$ cat src/rtl/dmach_pkg.sv
package dmach_pkg;

    typedef enum logic [1:0] {
        ADJ_INC     = 2'b00,
        ADJ_DEC     = 2'b01,
        ADJ_FIX     = 2'b10,
        ADJ_INC_RLD = 2'b11
    } adj_e;

    typedef enum logic [1:0] {
        TRG_NOW = 2'b00,
        TRG_VBL = 2'b01,
        TRG_HBL = 2'b10,
        TRG_SND = 2'b11
    } trig_e;

    typedef enum logic [1:0] {
        ST_IDLE,
        ST_READ,
        ST_WRITE,
        ST_FAULT
    } seq_state_e;

    typedef struct packed {
        logic  en;
        trig_e start;
        logic  word;
        logic  rep;
        adj_e  sadj;
        adj_e  dadj;
    } ctrl_t;

    localparam int CTRL_W = $bits(ctrl_t);

    localparam logic [1:0] SEL_SRC  = 2'd0;
    localparam logic [1:0] SEL_DST  = 2'd1;
    localparam logic [1:0] SEL_CNT  = 2'd2;
    localparam logic [1:0] SEL_CTRL = 2'd3;

    localparam int SND_BURST = 4;

endpackage

$ cat src/rtl/dmach_addr_next.sv
module dmach_addr_next
    import dmach_pkg::*;
#(
    parameter int ADDR_W = 32,
    parameter bit IS_DST = 1'b0
) (
    input  logic [ADDR_W-1:0] addr,
    input  adj_e              adj,
    input  logic              word,
    output logic [ADDR_W-1:0] nxt
);
    localparam logic [ADDR_W-1:0] STEP_W = ADDR_W'(4);
    localparam logic [ADDR_W-1:0] STEP_H = ADDR_W'(2);

    logic [ADDR_W-1:0] delta;
    assign delta = word ? STEP_W : STEP_H;

    generate
        if (IS_DST) begin : g_dst
            always_comb begin
                unique case (adj)
                    ADJ_INC, ADJ_INC_RLD: nxt = addr + delta;
                    ADJ_DEC:              nxt = addr - delta;
                    default:              nxt = addr;
                endcase
            end
        end else begin : g_src
            // mode 11 is illegal for the source; the sequencer faults before any step
            always_comb begin
                unique case (adj)
                    ADJ_INC: nxt = addr + delta;
                    ADJ_DEC: nxt = addr - delta;
                    default: nxt = addr;
                endcase
            end
        end
    endgenerate

endmodule

$ cat src/rtl/dmach_ctx.sv
module dmach_ctx
    import dmach_pkg::*;
#(
    parameter int              ADDR_W      = 32,
    parameter int              CNT_W       = 14,
    parameter bit              SPECIAL_OK  = 1'b1,
    parameter logic [ADDR_W-1:0] FIFO_A_ADDR = 32'h0000_0F00,
    parameter logic [ADDR_W-1:0] FIFO_B_ADDR = 32'h0000_0F04
) (
    input  logic              clk,
    input  logic              rst_n,
    input  logic              cfg_we,
    input  logic [1:0]        cfg_sel,
    input  logic [ADDR_W-1:0] cfg_wdata,
    input  logic              vblank_i,
    input  logic              hblank_i,
    input  logic              snd_req_a_i,
    input  logic              snd_req_b_i,
    input  logic              step_fire,
    input  logic              abort,
    input  logic [ADDR_W-1:0] src_nxt,
    input  logic [ADDR_W-1:0] dst_nxt,
    output ctrl_t             ctrl,
    output logic [ADDR_W-1:0] w_src,
    output logic [ADDR_W-1:0] w_dst,
    output logic              active,
    output logic              special
);
    localparam logic [CNT_W-1:0] CNT_ONE   = CNT_W'(1);
    localparam logic [CNT_W-1:0] CNT_BURST = CNT_W'(SND_BURST);

    logic [ADDR_W-1:0] p_src, p_dst;
    logic [CNT_W-1:0]  p_cnt, w_cnt, load_cnt;
    ctrl_t             new_ctrl;
    logic              trig_blank, trig_snd;

    assign load_cnt = (p_cnt == '0) ? '1 : p_cnt;
    assign new_ctrl = ctrl_t'(cfg_wdata[CTRL_W-1:0]);
    assign special  = SPECIAL_OK && (ctrl.start == TRG_SND);

    assign trig_blank = ((ctrl.start == TRG_VBL) && vblank_i) ||
                        ((ctrl.start == TRG_HBL) && hblank_i);
    assign trig_snd   = special &&
                        ((snd_req_a_i && (p_dst == FIFO_A_ADDR)) ||
                         (snd_req_b_i && (p_dst == FIFO_B_ADDR)));

    always_ff @(posedge clk or negedge rst_n) begin
        if (!rst_n) begin
            p_src  <= '0;
            p_dst  <= '0;
            p_cnt  <= '0;
            ctrl   <= '0;
            w_src  <= '0;
            w_dst  <= '0;
            w_cnt  <= '0;
            active <= 1'b0;
        end else begin
            if (step_fire) begin
                w_src <= src_nxt;
                if (!special) w_dst <= dst_nxt;
                w_cnt <= w_cnt - CNT_ONE;
                if (w_cnt == CNT_ONE) begin
                    active <= 1'b0;
                    if (!ctrl.rep) ctrl.en <= 1'b0;
                end
            end
            if (!active && ctrl.en && trig_blank) begin
                active <= 1'b1;
                if (ctrl.rep) begin
                    w_cnt <= load_cnt;
                    if (ctrl.dadj == ADJ_INC_RLD) w_dst <= p_dst;
                end
            end
            if (!active && ctrl.en && trig_snd) begin
                active   <= 1'b1;
                w_cnt    <= CNT_BURST;
                ctrl.rep <= 1'b1;
            end
            if (cfg_we) begin
                unique case (cfg_sel)
                    SEL_SRC: p_src <= cfg_wdata;
                    SEL_DST: p_dst <= cfg_wdata;
                    SEL_CNT: p_cnt <= cfg_wdata[CNT_W-1:0];
                    default: begin
                        ctrl <= new_ctrl;
                        if (new_ctrl.en && !ctrl.en) begin
                            w_src  <= p_src;
                            w_dst  <= p_dst;
                            w_cnt  <= load_cnt;
                            active <= (new_ctrl.start == TRG_NOW);
                        end else if (!new_ctrl.en) begin
                            active <= 1'b0;
                        end
                    end
                endcase
            end
            if (abort) begin
                active  <= 1'b0;
                ctrl.en <= 1'b0;
            end
        end
    end

    // while a run is in progress only a completed step moves the count
    p_run_count_locked_r10: assert property (@(posedge clk) disable iff (!rst_n)
        active && !step_fire |=> $stable(w_cnt));

    // the last step leaves the channel idle
    p_last_step_idles_r8: assert property (@(posedge clk) disable iff (!rst_n)
        step_fire && (w_cnt == CNT_ONE) && !cfg_we && !abort |=> !active);

endmodule

$ cat src/rtl/dmach_seq.sv
module dmach_seq
    import dmach_pkg::*;
#(
    parameter int ADDR_W = 32
) (
    input  logic              clk,
    input  logic              rst_n,
    input  logic              active,
    input  logic              src_illegal,
    input  logic              word,
    input  logic [ADDR_W-1:0] src,
    input  logic [ADDR_W-1:0] dst,
    input  logic              bus_ready_i,
    input  logic [31:0]       bus_rdata_i,
    output logic              bus_valid_o,
    output logic              bus_write_o,
    output logic              bus_word_o,
    output logic [ADDR_W-1:0] bus_addr_o,
    output logic [31:0]       bus_wdata_o,
    output logic              step_fire,
    output logic              abort
);
    seq_state_e state, state_nxt;
    logic [31:0] data_q;

    always_ff @(posedge clk or negedge rst_n) begin
        if (!rst_n) state <= ST_IDLE;
        else        state <= state_nxt;
    end

    always_ff @(posedge clk or negedge rst_n) begin
        if (!rst_n)                                data_q <= '0;
        else if ((state == ST_READ) && bus_ready_i) data_q <= bus_rdata_i;
    end

    always_comb begin
        state_nxt = state;
        unique case (state)
            ST_IDLE:  if (active) state_nxt = src_illegal ? ST_FAULT : ST_READ;
            ST_READ:  if (bus_ready_i) state_nxt = ST_WRITE;
            ST_WRITE: if (bus_ready_i) state_nxt = ST_IDLE;
            default:  state_nxt = ST_IDLE;
        endcase
    end

    always_comb begin
        bus_valid_o = 1'b0;
        bus_write_o = 1'b0;
        bus_addr_o  = src;
        bus_wdata_o = data_q;
        bus_word_o  = word;
        step_fire   = 1'b0;
        abort       = 1'b0;
        unique case (state)
            ST_READ:  bus_valid_o = 1'b1;
            ST_WRITE: begin
                bus_valid_o = 1'b1;
                bus_write_o = 1'b1;
                bus_addr_o  = dst;
                step_fire   = bus_ready_i;
            end
            ST_FAULT: abort = 1'b1;
            default:  ;
        endcase
    end

    // an ungranted request keeps its kind and address
    p_req_hold_r3: assert property (@(posedge clk) disable iff (!rst_n)
        bus_valid_o && !bus_ready_i |=> bus_valid_o && $stable(bus_write_o) && $stable(bus_addr_o));

    // a granted read is followed by its write
    p_read_then_write_r3: assert property (@(posedge clk) disable iff (!rst_n)
        bus_valid_o && bus_ready_i && !bus_write_o |=> bus_valid_o && bus_write_o);

    // the fault indication is a single-cycle pulse
    p_fault_pulse_r13: assert property (@(posedge clk) disable iff (!rst_n)
        abort |=> !abort);

endmodule

$ cat src/rtl/dmach_top.sv
module dmach_top
    import dmach_pkg::*;
#(
    parameter int                ADDR_W      = 32,
    parameter int                CNT_W       = 14,
    parameter bit                SPECIAL_OK  = 1'b1,
    parameter logic [ADDR_W-1:0] FIFO_A_ADDR = 32'h0000_0F00,
    parameter logic [ADDR_W-1:0] FIFO_B_ADDR = 32'h0000_0F04
) (
    input  logic              clk,
    input  logic              rst_n,
    input  logic              cfg_we,
    input  logic [1:0]        cfg_sel,
    input  logic [ADDR_W-1:0] cfg_wdata,
    input  logic              vblank_i,
    input  logic              hblank_i,
    input  logic              snd_req_a_i,
    input  logic              snd_req_b_i,
    output logic              bus_valid_o,
    output logic              bus_write_o,
    output logic              bus_word_o,
    output logic [ADDR_W-1:0] bus_addr_o,
    output logic [31:0]       bus_wdata_o,
    input  logic              bus_ready_i,
    input  logic [31:0]       bus_rdata_i,
    output logic              err_o
);
    ctrl_t             ctrl;
    logic [ADDR_W-1:0] w_src, w_dst, src_nxt, dst_nxt;
    logic              active, special, step_fire, abort, eff_word;

    assign eff_word = ctrl.word || special;
    assign err_o    = abort;

    dmach_ctx #(
        .ADDR_W(ADDR_W), .CNT_W(CNT_W), .SPECIAL_OK(SPECIAL_OK),
        .FIFO_A_ADDR(FIFO_A_ADDR), .FIFO_B_ADDR(FIFO_B_ADDR)
    ) u_ctx (
        .clk(clk), .rst_n(rst_n),
        .cfg_we(cfg_we), .cfg_sel(cfg_sel), .cfg_wdata(cfg_wdata),
        .vblank_i(vblank_i), .hblank_i(hblank_i),
        .snd_req_a_i(snd_req_a_i), .snd_req_b_i(snd_req_b_i),
        .step_fire(step_fire), .abort(abort),
        .src_nxt(src_nxt), .dst_nxt(dst_nxt),
        .ctrl(ctrl), .w_src(w_src), .w_dst(w_dst),
        .active(active), .special(special)
    );

    dmach_addr_next #(.ADDR_W(ADDR_W), .IS_DST(1'b0)) u_src_next (
        .addr(w_src), .adj(ctrl.sadj), .word(eff_word), .nxt(src_nxt)
    );

    dmach_addr_next #(.ADDR_W(ADDR_W), .IS_DST(1'b1)) u_dst_next (
        .addr(w_dst), .adj(ctrl.dadj), .word(eff_word), .nxt(dst_nxt)
    );

    dmach_seq #(.ADDR_W(ADDR_W)) u_seq (
        .clk(clk), .rst_n(rst_n),
        .active(active), .src_illegal(ctrl.sadj == ADJ_INC_RLD),
        .word(eff_word), .src(w_src), .dst(w_dst),
        .bus_ready_i(bus_ready_i), .bus_rdata_i(bus_rdata_i),
        .bus_valid_o(bus_valid_o), .bus_write_o(bus_write_o),
        .bus_word_o(bus_word_o), .bus_addr_o(bus_addr_o),
        .bus_wdata_o(bus_wdata_o),
        .step_fire(step_fire), .abort(abort)
    );

    // audio refill runs always request 32-bit transfers
    p_audio_word_r12: assert property (@(posedge clk) disable iff (!rst_n)
        bus_valid_o && special |-> bus_word_o);

    // a fault cycle never carries a bus request
    p_fault_no_bus_r13: assert property (@(posedge clk) disable iff (!rst_n)
        err_o |-> !bus_valid_o);

endmodule

$ cat config.mk
export PLATFORM = sky130hd
export DESIGN_NAME = dmach_top
export DESIGN_NICKNAME = d
export VERILOG_FILES = /design/src/rtl/dmach_pkg.sv /design/src/rtl/dmach_addr_next.sv /design/src/rtl/dmach_ctx.sv /design/src/rtl/dmach_seq.sv /design/src/rtl/dmach_top.sv
export SDC_FILE = /design/constraint.sdc
export NUM_CORES = 1
export LEC_CHECK = 0
export BUFFER_PORTS_ARGS = -buffer_cell sky130_fd_sc_hd__buf_4
export CAP_MARGIN = 10
export CELL_PAD_IN_SITES_DETAIL_PLACEMENT = 2
export CELL_PAD_IN_SITES_GLOBAL_PLACEMENT = 2
export CORE_MARGIN = 2
export CORE_UTILIZATION = 38
export CTS_CLUSTER_SIZE = 14
export DETAILED_ROUTE_END_ITERATION = 10
export PLACE_DENSITY_LB_ADDON = 0.08
export SYNTH_ARGS = -nofsm -noshare
export SYNTH_HDL_FRONTEND = slang
export SYNTH_SLANG_ARGS = --single-unit
export TNS_END_PERCENT = 10
$ cat constraint.sdc
create_clock -name clk -period 6.08 [get_ports clk]
set_clock_uncertainty 0.2 [all_clocks]
set_input_delay 1.216 -clock clk [delete_from_list [all_inputs] [get_ports clk]]
set_output_delay 1.216 -clock clk [all_outputs]
set_load 0.1 [all_outputs]
==> qor.yml, run 1 <==
logic_synthesis:
  synth_ff_type: "dfrtp_1"
  synth_seq_cells: 200
  synth_top_cell_by_area: "dfrtp_1"
  synth_area_leaders: "dfrtp_1 43%, mux2_2 14%, ha_1 7.2%"
  synthDistinctLibCells: 63
  yosysSeqAreaShare_pct: 42.5
  synth.area.mux_share_pct: 14.3
  synth_top_cell_area_share_pct: 42.5
  syn-cell-area_mm2: 0.0118
  syn-num-nets: 1324
  synthAdderAreaFrac_pct: 7.23
  yosysWarnings: 0
  synth_edf_count: 0
  synth-compound-area-share_pct: 16.4
  netlist_instances: 1182
  avgSynthCellArea_um2: 9.95
  synthArstFlopShare_pct: 100
  synth_top_family_by_area: "compound AO/OA/AOI/OAI gates"
  synth_simple_gate_area_share_pct: 12.6
  synth_xor_area_share_pct: 4.69
clock_tree:
  post_cts_resized: 0
  clk_latency_ns: 0.46
  cts_made_buffers: 17
  cts_buffer_depth: 2
  cts_sinks: 200
  cts_tree: "yes"
  htreeDepth: 4
  cts_setup_buffers: 0
  cts_hold_buf: 0
  cts.clk_slew.worst_paths_ns: 0.08
  cts-root-buf: "clkbuf_16"
timing:
  fmax_ghz: 0.226
  slew_headroom_pct: 24.3
  finalSetupViolations: 0
  min_period_ns: 4.42
  tightest_slew_ns: 1.13
  setup_ws_ns: 1.66
  rsz0062_at_grt: "false"
  fin_crit_sh_pct: 72.7
  final-max-slew-violation-count: 0
  setup_tns_ns: 0
  report.final.hold_viol_count: 0
die:
  start_util_pct: 38.6
  core_mm2: 0.0305
  die_y_um: 180
  ioPinCount: 142
  die_w_um: 180
  die_area_mm2: 0.0324
  placementRows: 64
finish:
  finalNetCount: 1446
  most-common-layout-cells: "200 x dfrtp_1, 152 x buf_4, 148 x mux2_2"
  layout_commonest_cell: "dfrtp_1"
  final_cells: 1713
  drive_gt1_share_pct: 27.0
  areaGrowthSynthToFinish_pct: 18.0
  stdcell_area_mm2: 0.0139
  antenna_cells: 0
  fin_util_pct: 45.5
global_routing:
  antenna_found_initial: 0
  overflow: 0
  met2_usage_pct: 42.0
  grt_busiest_layer: "met2"
  grt_use_met1_pct: 31.6
  grt_usage_pct: 24.2
  grt_first_pass_wirelength_um: 61300
  grt_use_met3_pct: 3.63
  grt_pass1_vias: 10600
  grt_max_degree: 107
route:
  vias_per_cell: 5.66
  avgRoutedWirePerCell_um: 22.5
  wl_um: 38500
  drc: 0
  ant_nets: 0
  drtPass1Iterations: 4
  first_iter_violations: 318
  vias: 9690
place:
  dp_cells: 1681
  placed_area_mm2: 0.0133
  gp_congestion: 0.798
  dp_hpwl_um: 28400
  dp_slack_ns: 1.67
  placement.io_buffers: 141
setup_path:
  cp_max_fo: 18
  cp.arrival_ns: 4.56
  cp-end-kind: "flip-flop"
  path_class: "flip-flop to flip-flop"
  required_ns: 6.22
  crit_path_start_kind: "flip-flop"
power_and_ir_drop:
  irDropWorstVdd_uv: 671
  power.leakage_nw: 6.28
  p_per_area_mw_per_mm2: 627
run_status:
  status: "finished, final reports clean"
min_path:
  min_path_type: "flip-flop to flip-flop"
job:
  drv_cap: 0
## Yosys cell counts, types with 3 or more instances
cell / instances
xnor2_1: 33
nor2b_1: 13
nor2_1: 100
a21o_1: 35
o21ai_1: 13
dfrtp_1: 200
nand2b_1: 7
mux2_2: 148
inv_1: 17
o22ai_1: 9
xor2_1: 30
ha_1: 68
o31ai_1: 4
nor3_1: 26
o21ai_0: 65
a21oi_1: 107
nand3_1: 12
a221o_1: 4
o21bai_1: 4
o21a_1: 10
nor3b_1: 3
o211ai_1: 5
a41oi_1: 3
a211oi_1: 13
or2_2: 6
nand3b_1: 3
nand4_1: 10
and3_1: 13
nor4_1: 11
nand2_1: 101
a31oi_1: 15
buf_1: 9
clkbuf_1: 42
and2_1: 5
## flip-flops by register name (all words and copies together) (netlist names), 9 cells and up
register           count
u_ctx.w_cnt           14
u_ctx.w_dst           32
u_ctx.p_src           32
u_ctx.p_cnt           14
u_ctx.ctrl             9
u_ctx.p_dst           32
u_ctx.w_src           32
u_seq.bus_wdata_o     32
## metrics by stage
stage                     power [mW]  hold slack (ns)
after CTS                       8.79            0.268
after global routing            9.22            0.313
final                           8.70            0.267
after global placement          7.44            0.248
after floorplan                 6.24            0.235
after detailed placement        7.57            0.262
## critical path, stage by stage, from the launching register on
cell and delay, ns:
dfrtp_1 0.41, nor2b_2 0.71, buf_4 0.33, ha_1 0.30, o21a_1 0.20, o31a_1 0.13, o41a_1 0.37, a211o_1 0.32
a41oi_2 0.28, o31ai_2 0.15, a311oi_2 0.48, a31oi_1 0.17, xnor2_1 0.16, o22ai_1 0.09
## metal layers
layer | vias to the layer above | routed length, um
met3 | 29 | 1180
met1 | 4991 | 17500
li1 | 4530 | -
met4 | 0 | 615
met2 | 140 | 19200
met5 | - | 0
## power by group
| part | leakage, nW | internal [mW] | total, mW | switching (mW) |
|---|---|---|---|---|
| combinational | 3.58 | 1.61 | 5.29 | 3.68 |
| clock | 0.287 | 0.601 | 1.16 | 0.561 |
| sequential | 2.41 | 1.80 | 2.24 | 0.444 |
| total | 6.28 | 4.01 | 8.70 | 4.69 |
## cell type report
class                      instances  area, um^2
clock inverter                    12         131
tap                              396         495
clock buffer                      20         457
fill                            3273       16600
inverter                          17        63.8
multi-input combinational        914        6550
timing repair buffer             154        1170
sequential                       200        5000
## kinds of logic (layout without fill, tap and decap cells)
logic type,Yosys count,count (layout)
mux,150,150
buf+inv,68,203
xor+xnor,63,63
flops,200,200
compound gates,312,312
fa+ha+maj,68,68
simple gates,321,321
## final timing paths
check | startpoint | endpoint | slack [ns] | cells after the start
hold / removal | u_ctx.p_src[0] | u_ctx.w_src[0] | 0.27 | 2
setup / recovery | u_ctx.ctrl[2] | u_ctx.w_src[30] | 1.66 | 13
hold reg to reg | u_ctx.p_src[0] | u_ctx.w_src[0] | 0.27 | 2
min in group asynchronous | rst_n | u_ctx.w_dst[17] | 0.61 | 1
max in group asynchronous | rst_n | u_seq.bus_wdata_o[12] | 3.95 | 2
setup reg to reg | u_ctx.ctrl[2] | u_ctx.w_src[30] | 1.66 | 13
No activity file was read; power rests on OpenSTA's default activity.
==> run 2: changes to the inputs <==
- CORE_UTILIZATION: 38 -> 34
- clock period: 6.08 -> 3.71 ns (I/O delays scaled with it)
==> run 2 against run 1 <==
  * The flow now finishes with violations (negative setup slack)
  * Sequential power is 63% higher
  * Register-to-register slack worse by 1.7 ns
  * Routed wire length is 2.6% higher
  * Via count is 0.61% higher
  * Sequential cell count stayed put
  * Critical path depth is 2 higher
  * Power is 69% higher
  * Cell count is 5.8% higher
  * Cell area is 4.7% higher
  * Clock power is 69% higher
  * Combinational power is 71% higher
==> qor.yml, run 2 (same netlist as run 1, synthesis figures left out) <==
place:
  placement.io_buffers: 141  # unchanged
  dp_cells: 1772  # +5.4%
  dp_slack_ns: -0.00274  # -1.67 ns
  dp_hpwl_um: 29100  # +2.5%
  gp_congestion: 0.794  # -0.45%
clock_tree:
  cts_made_buffers: 17  # unchanged
  cts_buffer_depth: 2  # unchanged
  cts_sinks: 200  # unchanged
  cts-root-buf: "clkbuf_16"
  cts_hold_buf: 0  # unchanged
  cts_tree: "yes"
  cts.clk_slew.worst_paths_ns: 0.08  # about the same
  htreeDepth: 4  # unchanged
  clk_latency_ns: 0.46  # about the same
finish:
  drive_gt1_share_pct: 31.0  # +4.0 points
  finalNetCount: 1486  # +2.8%
  final_cells: 1812  # +5.8%
  most-common-layout-cells: "199 x dfrtp_1, 186 x buf_4, 148 x mux2_2"
  antenna_cells: 0  # unchanged
  areaGrowthSynthToFinish_pct: 23.5
  layout_commonest_cell: "dfrtp_1"
route:
  avgRoutedWirePerCell_um: 21.8  # -3.0%
  wl_um: 39500  # +2.6%
  ant_nets: 0  # unchanged
  vias_per_cell: 5.38  # -4.9%
  vias: 9749  # +0.61%
  drc: 0  # unchanged
  first_iter_violations: 393  # +24%
  drtPass1Iterations: 4  # unchanged
die:
  placementRows: 68  # +6.3%
  die_y_um: 190  # +5.6%
  start_util_pct: 34.3  # -4.2 points
  die_area_mm2: 0.0361  # +11%
  die_w_um: 190  # +5.6%
  core_mm2: 0.0343  # +12%
  ioPinCount: 142  # unchanged
global_routing:
  grt_usage_pct: 22.4  # -1.8 points
  grt_max_degree: 72  # -33%
  grt_first_pass_wirelength_um: 62400  # +1.8%
  antenna_found_initial: 0  # unchanged
  overflow: 0  # unchanged
  grt_pass1_vias: 10800  # +1.9%
timing:
  slew_headroom_pct: 47.8  # +23 points
  report.final.hold_viol_count: 0  # unchanged
  rsz0062_at_grt: "true"
  final-max-slew-violation-count: 0  # unchanged
  finalSetupViolations: 1  # +1
  min_period_ns: 3.73  # -0.691 ns
  holdWs_ns: 0.0612  # -0.206 ns
  fmax_ghz: 0.268  # +19%
  fin_crit_sh_pct: 101  # +28 points
  setup_ws_ns: -0.0193  # -1.68 ns
  tightest_slew_ns: 0.780  # -0.355 ns
power_and_ir_drop:
  irDropWorstVdd_uv: 747  # +11%
  p_per_area_mw_per_mm2: 1010  # +61%
  power.leakage_nw: 6.57  # +4.7%
setup_path:
  critPathLaunch: "u_ctx.ctrl[6]"
  endpoint: "u_ctx.w_src[30]"
  required_ns: 3.89  # -2.33 ns
  path_class: "flip-flop to flip-flop"
  crit_path_start_kind: "flip-flop"
  r2r_slack_ns: -0.02  # -1.68 ns
  reg2reg_depth: 15  # +2
  cp.arrival_ns: 3.91  # -0.65 ns
  regToRegStartpoint: "u_ctx.ctrl[6]"
  cp-end-kind: "flip-flop"
  cp_max_fo: 3  # -15
  worstReg2RegEnd: "u_ctx.w_src[30]"
job:
  drv_cap: 0  # unchanged
run_status:
  status: "finished with violations"
  violations: "negative setup slack"
min_path:
  min_path_type: "primary input to async pin"
==> run 2: layout make-up <==
| cell class | instances | area, um^2 |
|---|---|---|
| Fill cell | 3689 | 19800 |
| Inverter | 17 | 66.3 |
| Multi-Input combinational cell | 914 | 6740 |
| Clock buffer | 17 | 425 |
| Tap cell | 455 | 569 |
| Clock inverter | 15 | 173 |
| Timing Repair Buffer | 194 | 1550 |
| Sequential cell | 200 | 5010 |
==> run 2: timing repair <==
item / CTS / global route
hold endpoints to repair: 0 / 0
pin swaps: 0 / 11
resized for setup: 1 / 29
endpoints found under the setup margin: 3 / 13
buffers inserted: 0 / 8
==> run 2: report_power, final <==
group          internal (mW)  switching, mW
clock                  0.972          0.990
combinational           2.90           6.18
sequential              2.95          0.692
==> run 2: worst min-delay path by stage <==
stage	start	to	slack, ns	cells past startpoint
after CTS	rst_n	u_ctx.p_dst[15]	0.08	1
final	rst_n	u_ctx.w_src[15]	0.06	1
after global routing	rst_n	u_ctx.w_src[15]	0.09	1
after floorplan	u_ctx.p_src[0]	u_ctx.w_src[0]	0.23	2
after detailed placement	u_ctx.p_src[0]	u_ctx.w_src[0]	0.27	2
after global placement	u_ctx.p_src[0]	u_ctx.w_src[0]	0.25	2
==> run 2: stage by stage <==
step	instance area (um^2)	setup TNS (ns)	power [mW]	utilization, %
3_5_place_dp	13700	-0.00274	12.6	39.9
5_1_grt	14500	-0.414	15.6	42.4
6_report	14500	-0.0193	14.7	42.4
2_1_floorplan	11800	0	10.2	-
4_1_cts	14300	-0.00993	14.6	41.7
3_3_place_gp	13700	0	12.4	39.9
==> run 2: layer usage <==
metal	GRT usage, %	wire length, um	up-vias
met5	0	0	-
met4	3.58	289	0
met3	4.50	1700	20
met2	38.6	19500	148
met1	29.4	18000	4964
li1	-	-	4617
==> run 2: critical path, cell delays in order (launching register included) <==
cell and delay, ns:
dfrtp_1 0.39, a21o_4 0.24, inv_4 0.05, and2_4 0.14, ha_4 0.19, nor2b_4 0.12
o31a_1 0.30, o41a_1 0.41, a211o_1 0.35, a41oi_2 0.27, o31ai_4 0.10, a311oi_2 0.29
buf_4 0.18, a31oi_4 0.09, xnor2_2 0.16, o22ai_1 0.16
